### src/rtl/sctl_pkg.sv
package sctl_pkg;

    typedef enum logic [2:0] {
        ST_IDLE,
        ST_LEAD,
        ST_SHI,
        ST_SLO,
        ST_TRAIL,
        ST_GAP
    } sctl_state_e;

    // system cycles covering a time in ns, rounded up, plus one cycle of margin
    function automatic int unsigned cycles_for_ns(longint unsigned hz, longint unsigned ns);
        longint unsigned raw;
        raw = (hz * ns + 64'd999_999_999) / 64'd1_000_000_000;
        return int'(raw) + 1;
    endfunction

endpackage

### src/rtl/sctl_pacer.sv
module sctl_pacer #(
    parameter int CW = 9
) (
    input  logic          clk,
    input  logic          rst_n,
    input  logic          load,
    input  logic [CW-1:0] load_val,
    output logic          zero
);
    typedef struct packed {
        logic [CW-1:0] cnt;
    } pace_t;

    pace_t cur_q, nxt_d;

    always_comb begin
        nxt_d = cur_q;
        if (load) begin
            nxt_d.cnt = load_val;
        end else if (cur_q.cnt != '0) begin
            nxt_d.cnt = cur_q.cnt - 1'b1;
        end
    end

    always_ff @(posedge clk) begin
        if (!rst_n) cur_q <= '0;
        else        cur_q <= nxt_d;
    end

    assign zero = (cur_q.cnt == '0);
endmodule

### src/rtl/sctl_shift.sv
module sctl_shift #(
    parameter int W = 16
) (
    input  logic         clk,
    input  logic         rst_n,
    input  logic         load,
    input  logic [W-1:0] load_word,
    input  logic         launch,
    input  logic         capture,
    input  logic         din,
    output logic         tx_msb,
    output logic [W-1:0] rx_word
);
    typedef struct packed {
        logic [W-1:0] tx;
        logic [W-1:0] rx;
    } shreg_t;

    shreg_t cur_q, nxt_d;

    always_comb begin
        nxt_d = cur_q;
        if (load) begin
            nxt_d.tx = load_word;
        end else if (launch) begin
            nxt_d.tx = {cur_q.tx[W-2:0], 1'b0};
        end
        if (capture) begin
            nxt_d.rx = {cur_q.rx[W-2:0], din};
        end
    end

    always_ff @(posedge clk) begin
        if (!rst_n) cur_q <= '0;
        else        cur_q <= nxt_d;
    end

    assign tx_msb  = cur_q.tx[W-1];
    assign rx_word = cur_q.rx;
endmodule

### src/rtl/sctl_master.sv
module sctl_master
    import sctl_pkg::*;
#(
    parameter int unsigned SYS_CLK_HZ = 200_000_000,
    parameter int unsigned SCK_MAX_HZ = 500_000,
    parameter int unsigned GUARD_NS   = 2000,
    parameter int          WORD_W     = 16
) (
    input  logic              clk,
    input  logic              rst_n,
    input  logic              pwr_dn_n,
    input  logic              req_valid,
    output logic              req_ready,
    input  logic [WORD_W-1:0] req_data,
    output logic              rsp_valid,
    output logic              rsp_abort,
    output logic [WORD_W-1:0] rsp_data,
    output logic              busy,
    output logic              port_en_n,
    output logic              port_sck,
    output logic              port_dout,
    input  logic              port_din
);
    localparam int unsigned HALF_NS = 1_000_000_000 / (2 * SCK_MAX_HZ);
    localparam int unsigned HALF    = cycles_for_ns(SYS_CLK_HZ, HALF_NS);
    localparam int unsigned GUARD   = cycles_for_ns(SYS_CLK_HZ, GUARD_NS);
    localparam int unsigned SPAN    = (HALF > GUARD) ? HALF : GUARD;
    localparam int          CW      = $clog2(SPAN + 1);
    localparam int          BW      = $clog2(WORD_W);

    typedef struct packed {
        sctl_state_e       state;
        logic              en_n;
        logic              sck;
        logic              dout;
        logic [BW-1:0]     bitcnt;
        logic              rsp_valid;
        logic              rsp_abort;
        logic [WORD_W-1:0] rsp_data;
    } ctl_t;

    ctl_t cur_q, nxt_d;

    logic          pace_load;
    logic [CW-1:0] pace_val;
    logic          pace_zero;
    logic          sh_load;
    logic          sh_launch;
    logic          sh_capture;
    logic          sh_msb;
    logic [WORD_W-1:0] sh_rx;

    sctl_pacer #(.CW(CW)) u_pacer (
        .clk      (clk),
        .rst_n    (rst_n),
        .load     (pace_load),
        .load_val (pace_val),
        .zero     (pace_zero)
    );

    sctl_shift #(.W(WORD_W)) u_shift (
        .clk       (clk),
        .rst_n     (rst_n),
        .load      (sh_load),
        .load_word (req_data),
        .launch    (sh_launch),
        .capture   (sh_capture),
        .din       (port_din),
        .tx_msb    (sh_msb),
        .rx_word   (sh_rx)
    );

    always_comb begin
        nxt_d           = cur_q;
        nxt_d.rsp_valid = 1'b0;
        nxt_d.rsp_abort = 1'b0;
        pace_load       = 1'b0;
        pace_val        = '0;
        sh_load         = 1'b0;
        sh_launch       = 1'b0;
        sh_capture      = 1'b0;

        if (!pwr_dn_n) begin
            nxt_d.rsp_abort = (cur_q.state != ST_IDLE) && (cur_q.state != ST_GAP);
            nxt_d.state     = ST_GAP;
            nxt_d.en_n      = 1'b1;
            nxt_d.sck       = 1'b0;
            nxt_d.dout      = 1'b0;
            pace_load       = 1'b1;
            pace_val        = CW'(GUARD - 1);
        end else begin
            unique case (cur_q.state)
                ST_IDLE: begin
                    if (req_valid) begin
                        sh_load      = 1'b1;
                        nxt_d.en_n   = 1'b0;
                        nxt_d.bitcnt = '0;
                        nxt_d.state  = ST_LEAD;
                        pace_load    = 1'b1;
                        pace_val     = CW'(GUARD - 1);
                    end
                end
                ST_LEAD, ST_SLO: begin
                    if (pace_zero) begin
                        nxt_d.sck   = 1'b1;
                        nxt_d.dout  = sh_msb;
                        sh_launch   = 1'b1;
                        nxt_d.state = ST_SHI;
                        pace_load   = 1'b1;
                        pace_val    = CW'(HALF - 1);
                    end
                end
                ST_SHI: begin
                    if (pace_zero) begin
                        nxt_d.sck  = 1'b0;
                        sh_capture = 1'b1;
                        pace_load  = 1'b1;
                        if (cur_q.bitcnt == BW'(WORD_W - 1)) begin
                            nxt_d.state = ST_TRAIL;
                            pace_val    = CW'(GUARD - 1);
                        end else begin
                            nxt_d.bitcnt = cur_q.bitcnt + 1'b1;
                            nxt_d.state  = ST_SLO;
                            pace_val     = CW'(HALF - 1);
                        end
                    end
                end
                ST_TRAIL: begin
                    if (pace_zero) begin
                        nxt_d.en_n      = 1'b1;
                        nxt_d.dout      = 1'b0;
                        nxt_d.rsp_valid = 1'b1;
                        nxt_d.rsp_data  = sh_rx;
                        nxt_d.state     = ST_GAP;
                        pace_load       = 1'b1;
                        pace_val        = CW'(GUARD - 1);
                    end
                end
                ST_GAP: begin
                    if (pace_zero) nxt_d.state = ST_IDLE;
                end
                default: nxt_d.state = ST_IDLE;
            endcase
        end
    end

    always_ff @(posedge clk) begin
        if (!rst_n) begin
            cur_q       <= '0;
            cur_q.state <= ST_IDLE;
            cur_q.en_n  <= 1'b1;
        end else begin
            cur_q <= nxt_d;
        end
    end

    assign req_ready = (cur_q.state == ST_IDLE) && pwr_dn_n;
    assign busy      = (cur_q.state != ST_IDLE);
    assign rsp_valid = cur_q.rsp_valid;
    assign rsp_abort = cur_q.rsp_abort;
    assign rsp_data  = cur_q.rsp_data;
    assign port_en_n = cur_q.en_n;
    assign port_sck  = cur_q.sck;
    assign port_dout = cur_q.dout;


    sck_window_chk: assert property (@(posedge clk) disable iff (!rst_n)
        port_sck |-> !port_en_n);


    sck_hold_chk: assert property (@(posedge clk) disable iff (!rst_n)
        (pwr_dn_n && !pace_zero) |=> $stable(port_sck));


    dout_launch_chk: assert property (@(posedge clk) disable iff (!rst_n)
        (!$stable(port_dout) && !port_en_n) |-> $rose(port_sck));


    pd_force_chk: assert property (@(posedge clk) disable iff (!rst_n)
        !pwr_dn_n |=> (port_en_n && !port_sck && !port_dout));


    ready_idle_chk: assert property (@(posedge clk) disable iff (!rst_n)
        req_ready |-> !busy);


    rsp_edge_chk: assert property (@(posedge clk) disable iff (!rst_n)
        rsp_valid |-> (port_en_n && $past(!port_en_n)));


    rsp_excl_chk: assert property (@(posedge clk) disable iff (!rst_n)
        !(rsp_valid && rsp_abort));
endmodule

### config.mk
export PLATFORM = sky130hd
export DESIGN_NAME = sctl_master
export DESIGN_NICKNAME = d
export VERILOG_FILES = /design/src/rtl/sctl_pkg.sv /design/src/rtl/sctl_pacer.sv /design/src/rtl/sctl_shift.sv /design/src/rtl/sctl_master.sv
export SDC_FILE = /design/constraint.sdc
export NUM_CORES = 1
export LEC_CHECK = 0
export ABC_AREA = 1
export BUFFER_PORTS_ARGS = -buffer_cell sky130_fd_sc_hd__buf_4
export CAP_MARGIN = 20
export CORE_MARGIN = 2
export CORE_UTILIZATION = 35
export DETAILED_ROUTE_END_ITERATION = 10
export PLACE_DENSITY = 0.55
export SLEW_MARGIN = 20
export SYNTH_ARGS = -nofsm -noshare
export SYNTH_HDL_FRONTEND = slang
export SYNTH_SLANG_ARGS = --single-unit
export TNS_END_PERCENT = 100
### constraint.sdc
create_clock -name clk -period 1.8 [get_ports clk]
set_clock_uncertainty 0.05 [all_clocks]
set_input_delay 0.45 -clock clk [delete_from_list [all_inputs] [get_ports clk]]
set_output_delay 0.45 -clock clk [all_outputs]
set_load 0.01 [all_outputs]
# Yosys cells after proc, flatten, opt, wreduce, memory -nomap -nowiden
# Cells that the tools add are included.
[classes]
n_addsub = 2
n_eq_ne = 18
muxes = 38
bitwise_logic = 1
reduce_logical = 24
[op_table]
columns = ["operator", "count"]
rows = [
  ["two-way mux 9 bit", 7],
  ["one-hot mux 9 bit (4 select lines)", 1],
  ["two-way mux 16 bit", 2],
  ["two-way mux 4 bit", 5],
  ["!= test 3 bit (second input constant)", 6],
  ["one-hot mux 3 bit (5 select lines)", 1],
  ["AND reduction 3 bit", 5],
  ["AND reduction 5 bit", 3],
  ["two-way mux 3 bit", 4],
  ["!= test 2 bit (second input constant)", 6],
  ["nonzero test 2 bit", 6],
  ["two-way mux 1 bit", 10],
  ["zero test 9 bit", 1],
  ["nonzero test 9 bit", 1],
  ["subtractor 9 x 1 -> 9 bit (second input constant)", 1],
  ["two-way mux 8 bit", 1],
  ["one-hot mux 1 bit (2 select lines)", 4],
  ["one-hot mux 4 bit (2 select lines)", 1],
  ["equality test 3 x 2 -> 1 bit (second input constant)", 2],
  ["equality test 3 bit (second input constant)", 2],
  ["two-way mux 6 bit", 1],
  ["adder 4 x 1 -> 4 bit (second input constant)", 1],
  ["equality test 4 bit (second input constant)", 1],
  ["OR reduction 2 bit", 2],
  ["other kinds (8)", 9],
]
[totals]
reg_bits = 69
in_bits = 21
output_inout_bits = 23
elab_cells = 95

# Depth between registers and ports, before layout
[logic_depth]
word_depth = 6
ltp_mapped = 12

# By module
# A second synthesis with hierarchy kept.
[unflattened]
hier_cells = 493
area_unflattened_um2 = 3589.7
[by_module_without_submodules]
columns = ["mod", "n_inst", "cells_each", "area_per_inst_um2"]
rows = [
  ["sctl_master", 1, 200, 1542.7],
  ["sctl_shift", 1, 206, 1470.2],
  ["sctl_pacer", 1, 87, 576.8],
]

# Worst setup path after synthesis
# Ideal clock, no wire load.
[synth_timing]
kind = "flip-flop to flip-flop"
start = "register u_pacer.cur_q[0] in the netlist's numbering"
end = "register u_pacer.cur_q[3] in the netlist's numbering"
setup_time_ns = 0.109
t_arrival_ns = 1.485
path_slack_ns = 0.156
stages_incl_launch_ff = 13
n_path_buf = 1
period_less_slack_ns = 1.644
path_cell_list = "dfxtp_1 -> inv_1 -> ha_1 -> nand2_1 -> nor2_1 -> nand3_2 -> nor2_4 -> buf_6 -> nand3_2 -> nand2_1 -> inv_1 -> nand2_1 -> inv_1"
[synth_via]
elab_chain_len = 5
word_cells_on_any_way = 13
classes_between = "add/sub: 1; mux: 9; reduce/logical: 3"
[synth_lines]
columns = ["element", "line", "text"]
rows = [
  ["from (decl)", "sctl_pacer.sv:14", "pace_t cur_q, nxt_d;"],
  ["from (signal assigned)", "sctl_pacer.sv:27", "else cur_q <= nxt_d;"],
  ["parallel branches: the longest is 5 deep, another holds subtractor 9 x 1 -> 9 bit", "-", ""],
]
# Parallel ways; which one is timed is not known. The select of a mux whose other input is x is not followed.
# A chain may end at the register's enable or synchronous reset.

# Final worst setup path
[layout_timing]
start = "register u_pacer.cur_q[1] in the netlist's numbering"
end = "register u_shift.cur_q[27] in the netlist's numbering"
[layout_via]
elab_chain_len = 5
[layout_lines]
columns = ["element", "line", "text"]
rows = [
  ["zero test 9 bit", "sctl_pacer.sv:30", "assign zero = (cur_q.cnt == '0);"],
  ["two-way mux 1 bit", "sctl_master.sv:104", "if (pace_zero) begin"],
  ["two-way mux 1 bit", "sctl_master.sv:92", "unique case (cur_q.state)"],
  ["two-way mux 1 bit", "sctl_master.sv:83", "if (!pwr_dn_n) begin"],
  ["nonzero test 2 bit (no source line)", "-", ""],
  ["to (signal assigned)", "sctl_shift.sv:35", "else cur_q <= nxt_d;"],
  ["to (decl)", "sctl_shift.sv:19", "shreg_t cur_q, nxt_d;"],
]
# No other way between the ends.

==> out/qor.csv <==
stage,metric,value,unit
floorplan,fp.dieW,103,um
yosys,synth_top_flop_cell,dfxtp_1,
setup_path,worstSetupPathType,flip-flop to flip-flop,
timing,tightest_slew,0.333,ns
floorplan,dieArea,10600,um^2
clock_tree,cts.path.max_buffers,2,
yosys,synth_simple_gate_area_share,36.0,%
setup_path,crit_required,1.98,ns
clock_tree,cts_tree,built,
floorplan,start_util,35.6,%
yosys,syn_area,3430,um^2
floorplan,coreArea,9640,um^2
floorplan,ioPinCount,44,
clock_tree,root_buffer,clkbuf_8,
setup_path,cp_max_fo,6,
yosys,synthMuxAreaShare,0,%
yosys,synth_edf_count,0,
grt,overflow,0,
worst_hold_path,hold_path.startpoint,port_din,
grt,grt_use_total,14.8,%
finish,nFillCells,1043,
yosys,seq_area_frac_synth,40.2,%
route,vias_per_cell,4.49,
flow_run,drv_cap,0,
clock_tree,clock_latency,0.34,ns
finish,final_net_count,584,
timing,hold_viol,0,
setup_path,reg2reg_slack,0.05,ns
finish,layout-drive-gt1-share,22.1,%
setup_path,ff2ff_path_depth,12,
worst_hold_path,whs_path_depth,3,
setup_path,regToRegEndpoint,u_shift.cur_q[27],
timing,slew-limit-headroom,77.7,%
route,post_drt_wl_per_cell,11.0,um
place,place_congestion,0.882,
setup_path,cp_top_family,simple AND/OR/NAND/NOR gates,
setup_path,path_cells,inv_2 -> ha_4 -> nand2_2 -> nor2_4 -> nand3_4 -> buf_12 -> nor2_4 -> buf_6 -> a21oi_4 -> buf_6 -> nor2_1 -> nor2_1,
route,routed_wl,7.69,mm
yosys,avgSynthCellArea,6.62,um^2
grt,grt_pass1_wl,12.5,mm
grt,grt_max_degree,33,
grt,antenna_found_initial,0,
route,num_vias,3138,
yosys,syn_nets,542,
floorplan,die_h,103,um
timing,fin_crit,1.75,ns
worst_hold_path,min_path_type,input pin to flip-flop,
clock_tree,cts_max_level,3,
floorplan,rows,36,
setup_path,end_kind,flip-flop,
yosys,synth_top_family_by_area,simple AND/OR/NAND/NOR gates,
yosys,syn_inst,519,
yosys,synth_compound_area_share,8.34,%
finish,antenna_cells,0,
setup_path,crit_path_max_incr_delay,0.34,ns
power,ir_drop,0.341,mV
yosys,yosysUniqueCellTypes,27,
setup_path,path_buf_inv,4,
finish,multiInputGateArea,1690,um^2
worst_hold_path,min_to,u_shift.rx_word[0],
yosys,async_flop_share,0,%
timing,setup_viol,0,
power,p_leak,0.00202,uW
finish,final_core_util,43.6,%
timing,fin_hold_ws,0.286,ns
setup_path,start_kind,flip-flop,
clock_tree,cts.sinks,69,
route,first_pass_iters,4,
route,drt_iter0_drc,181,
timing,drv_slew,0,
route,ant_nets,0,
yosys,ys_ff_latch,69,
route,route.detailed.drc,0,
setup_path,cp.arrival,1.93,ns
setup_path,timing.rr.start,u_pacer.cur_q[1],
finish,seqCellArea,1390,um^2
finish,area_growth,22.5,%
setup_path,crit_slowest_cell,dfxtp_2,
grt,first_global_vias,2718,
yosys,yosysWarnings,0,
yosys,synth_xor_area_share,0.765,%
clock_tree,path_clk_slew,0.08,ns
place,hpwl,5.09,mm
timing,finalCritPeriodShare,97.3,%
power,p_per_area,966,nW/um^2
timing,fmax,0.571,GHz
place,port_buffers,43,
outcome,status,"finished, final reports clean",
yosys,synthAdderAreaFrac,0.729,%
clock_tree,cts_buffers,9,
worst reg2reg max path, stage by stage, from the launching register on:
cell and delay, ns:
dfxtp_2 0.34, inv_2 0.07, ha_4 0.14, nand2_2 0.07, nor2_4 0.13, nand3_4 0.12, buf_12 0.16, nor2_4 0.12
buf_6 0.12, a21oi_4 0.07, buf_6 0.15, nor2_1 0.08, nor2_1 0.04
synthesized netlist by cell type (2+ instances only):
library cell	number	area, um^2
inv_1	58	218
buf_6	4	45.0
buf_4	16	120
nand3_2	3	30.0
o21ai_1	3	15.0
nor2_4	4	45.0
dfxtp_1	69	1380
xor2_1	2	17.5
ha_1	2	25.0
nor2_1	88	330
nor3_1	2	10.0
nand4_1	6	37.5
nand3_1	46	230
nand2_1	134	503
a21oi_1	29	145
o211ai_1	2	15.0
nand2_2	3	18.8
inv_2	6	22.5
clkbuf_1	8	30.0
o21ai_0	19	95.1
buf_2	9	45.0
metal layers:
| layer | wire [um] | GRT usage, % | share of wire (%) |
|---|---|---|---|
| met1 | 3750 | 19.9 | 49 |
| met3 | 268 | 3.19 | 3.5 |
| met5 | 0 | 0 | 0 |
| met2 | 3610 | 23.1 | 47 |
| met4 | 65 | 5.87 | 0.85 |
cells by family (layout without fill, tap and decap cells):
group / after synthesis / in the layout
simple gates: 289 / 290
buf+inv: 101 / 147
flops: 69 / 69
compound gates: 55 / 55
xor+xnor: 3 / 3
fa+ha+maj: 2 / 2
sequential cells by signal, summed over array words and instances, names as in the netlist:
register / flops
cur_q: 7
port_dout: 1
port_en_n: 1
port_sck: 1
rsp_abort: 1
rsp_data: 16
rsp_valid: 1
u_pacer.cur_q: 9
u_shift.cur_q: 15
u_shift.rx_word: 16
u_shift.tx_msb: 1
cell type report:
| cell class | instances | area share (%) |
|---|---|---|
| Multi-Input combinational cell | 350 | 40.1 |
| Sequential cell | 69 | 33.0 |
| Timing Repair Buffer | 67 | 13.2 |
| Inverter | 64 | 5.71 |
| Tap cell | 133 | 3.96 |
| Clock buffer | 9 | 2.94 |
| Clock inverter | 7 | 1.19 |
worst max-delay path by stage:
stage                     start                end  slack [ns]  depth (start not counted)
3_3_place_gp   u_pacer.cur_q[0]  u_shift.cur_q[23]        0.04                         11
3_5_place_dp   u_pacer.cur_q[0]  u_shift.cur_q[25]       -0.02                         11
5_1_grt        u_pacer.cur_q[1]  u_shift.cur_q[29]       -0.03                         12
2_1_floorplan  u_pacer.cur_q[0]   u_pacer.cur_q[3]        0.16                         12
6_report       u_pacer.cur_q[1]  u_shift.cur_q[27]        0.05                         12
4_1_cts        u_pacer.cur_q[0]       rsp_data[12]        0.01                          9
per-stage QoR:
step,setup TNS [ns],power [uW],setup slack (ns),cell area [um^2],std cells
after floorplan,0,2520,0.156,3430,519
after global placement,0,2790,0.0401,3810,671
after detailed placement,-0.0555,2800,-0.0211,3810,671
after CTS,0,3950,0.0141,3990,687
after global routing,-0.166,4350,-0.0273,4210,699
final,0,4070,0.0494,4210,699
power breakdown:
group          internal, uW  leakage (uW)  switching, uW  total, uW
Sequential             1650      0.000562           83.9       1730
Clock                   501     0.0000816            616       1120
Combinational           490       0.00137            726       1220
Total                  2640       0.00202           1430       4070
cells in the final DEF (no fill, tap or decap), types with 2 or more instances in the layout:
master	instances
clkbuf_8	9
inv_2	8
nand2_4	2
o21ai_0	19
buf_6	7
nand3_4	2
buf_4	58
clkinvlp_4	3
nor2_2	10
nand3_1	45
nor3_1	2
dfxtp_1	65
nor2_4	7
clkinv_2	2
a21oi_1	29
buf_12	2
inv_1	56
o211ai_1	2
nor2_1	76
nand2_2	3
nand4_1	6
nand2_1	132
nand3_2	3
dfxtp_2	4
o21ai_1	3
xor2_1	2
timing repair:
action	CTS	global route
setup buffers	0	10
hold buffers	0	0
setup endpoints to repair	16	55
pin swaps	0	10
resized for setup	2	37
gates cloned	0	2
No activity file was read; power rests on OpenSTA's default activity.
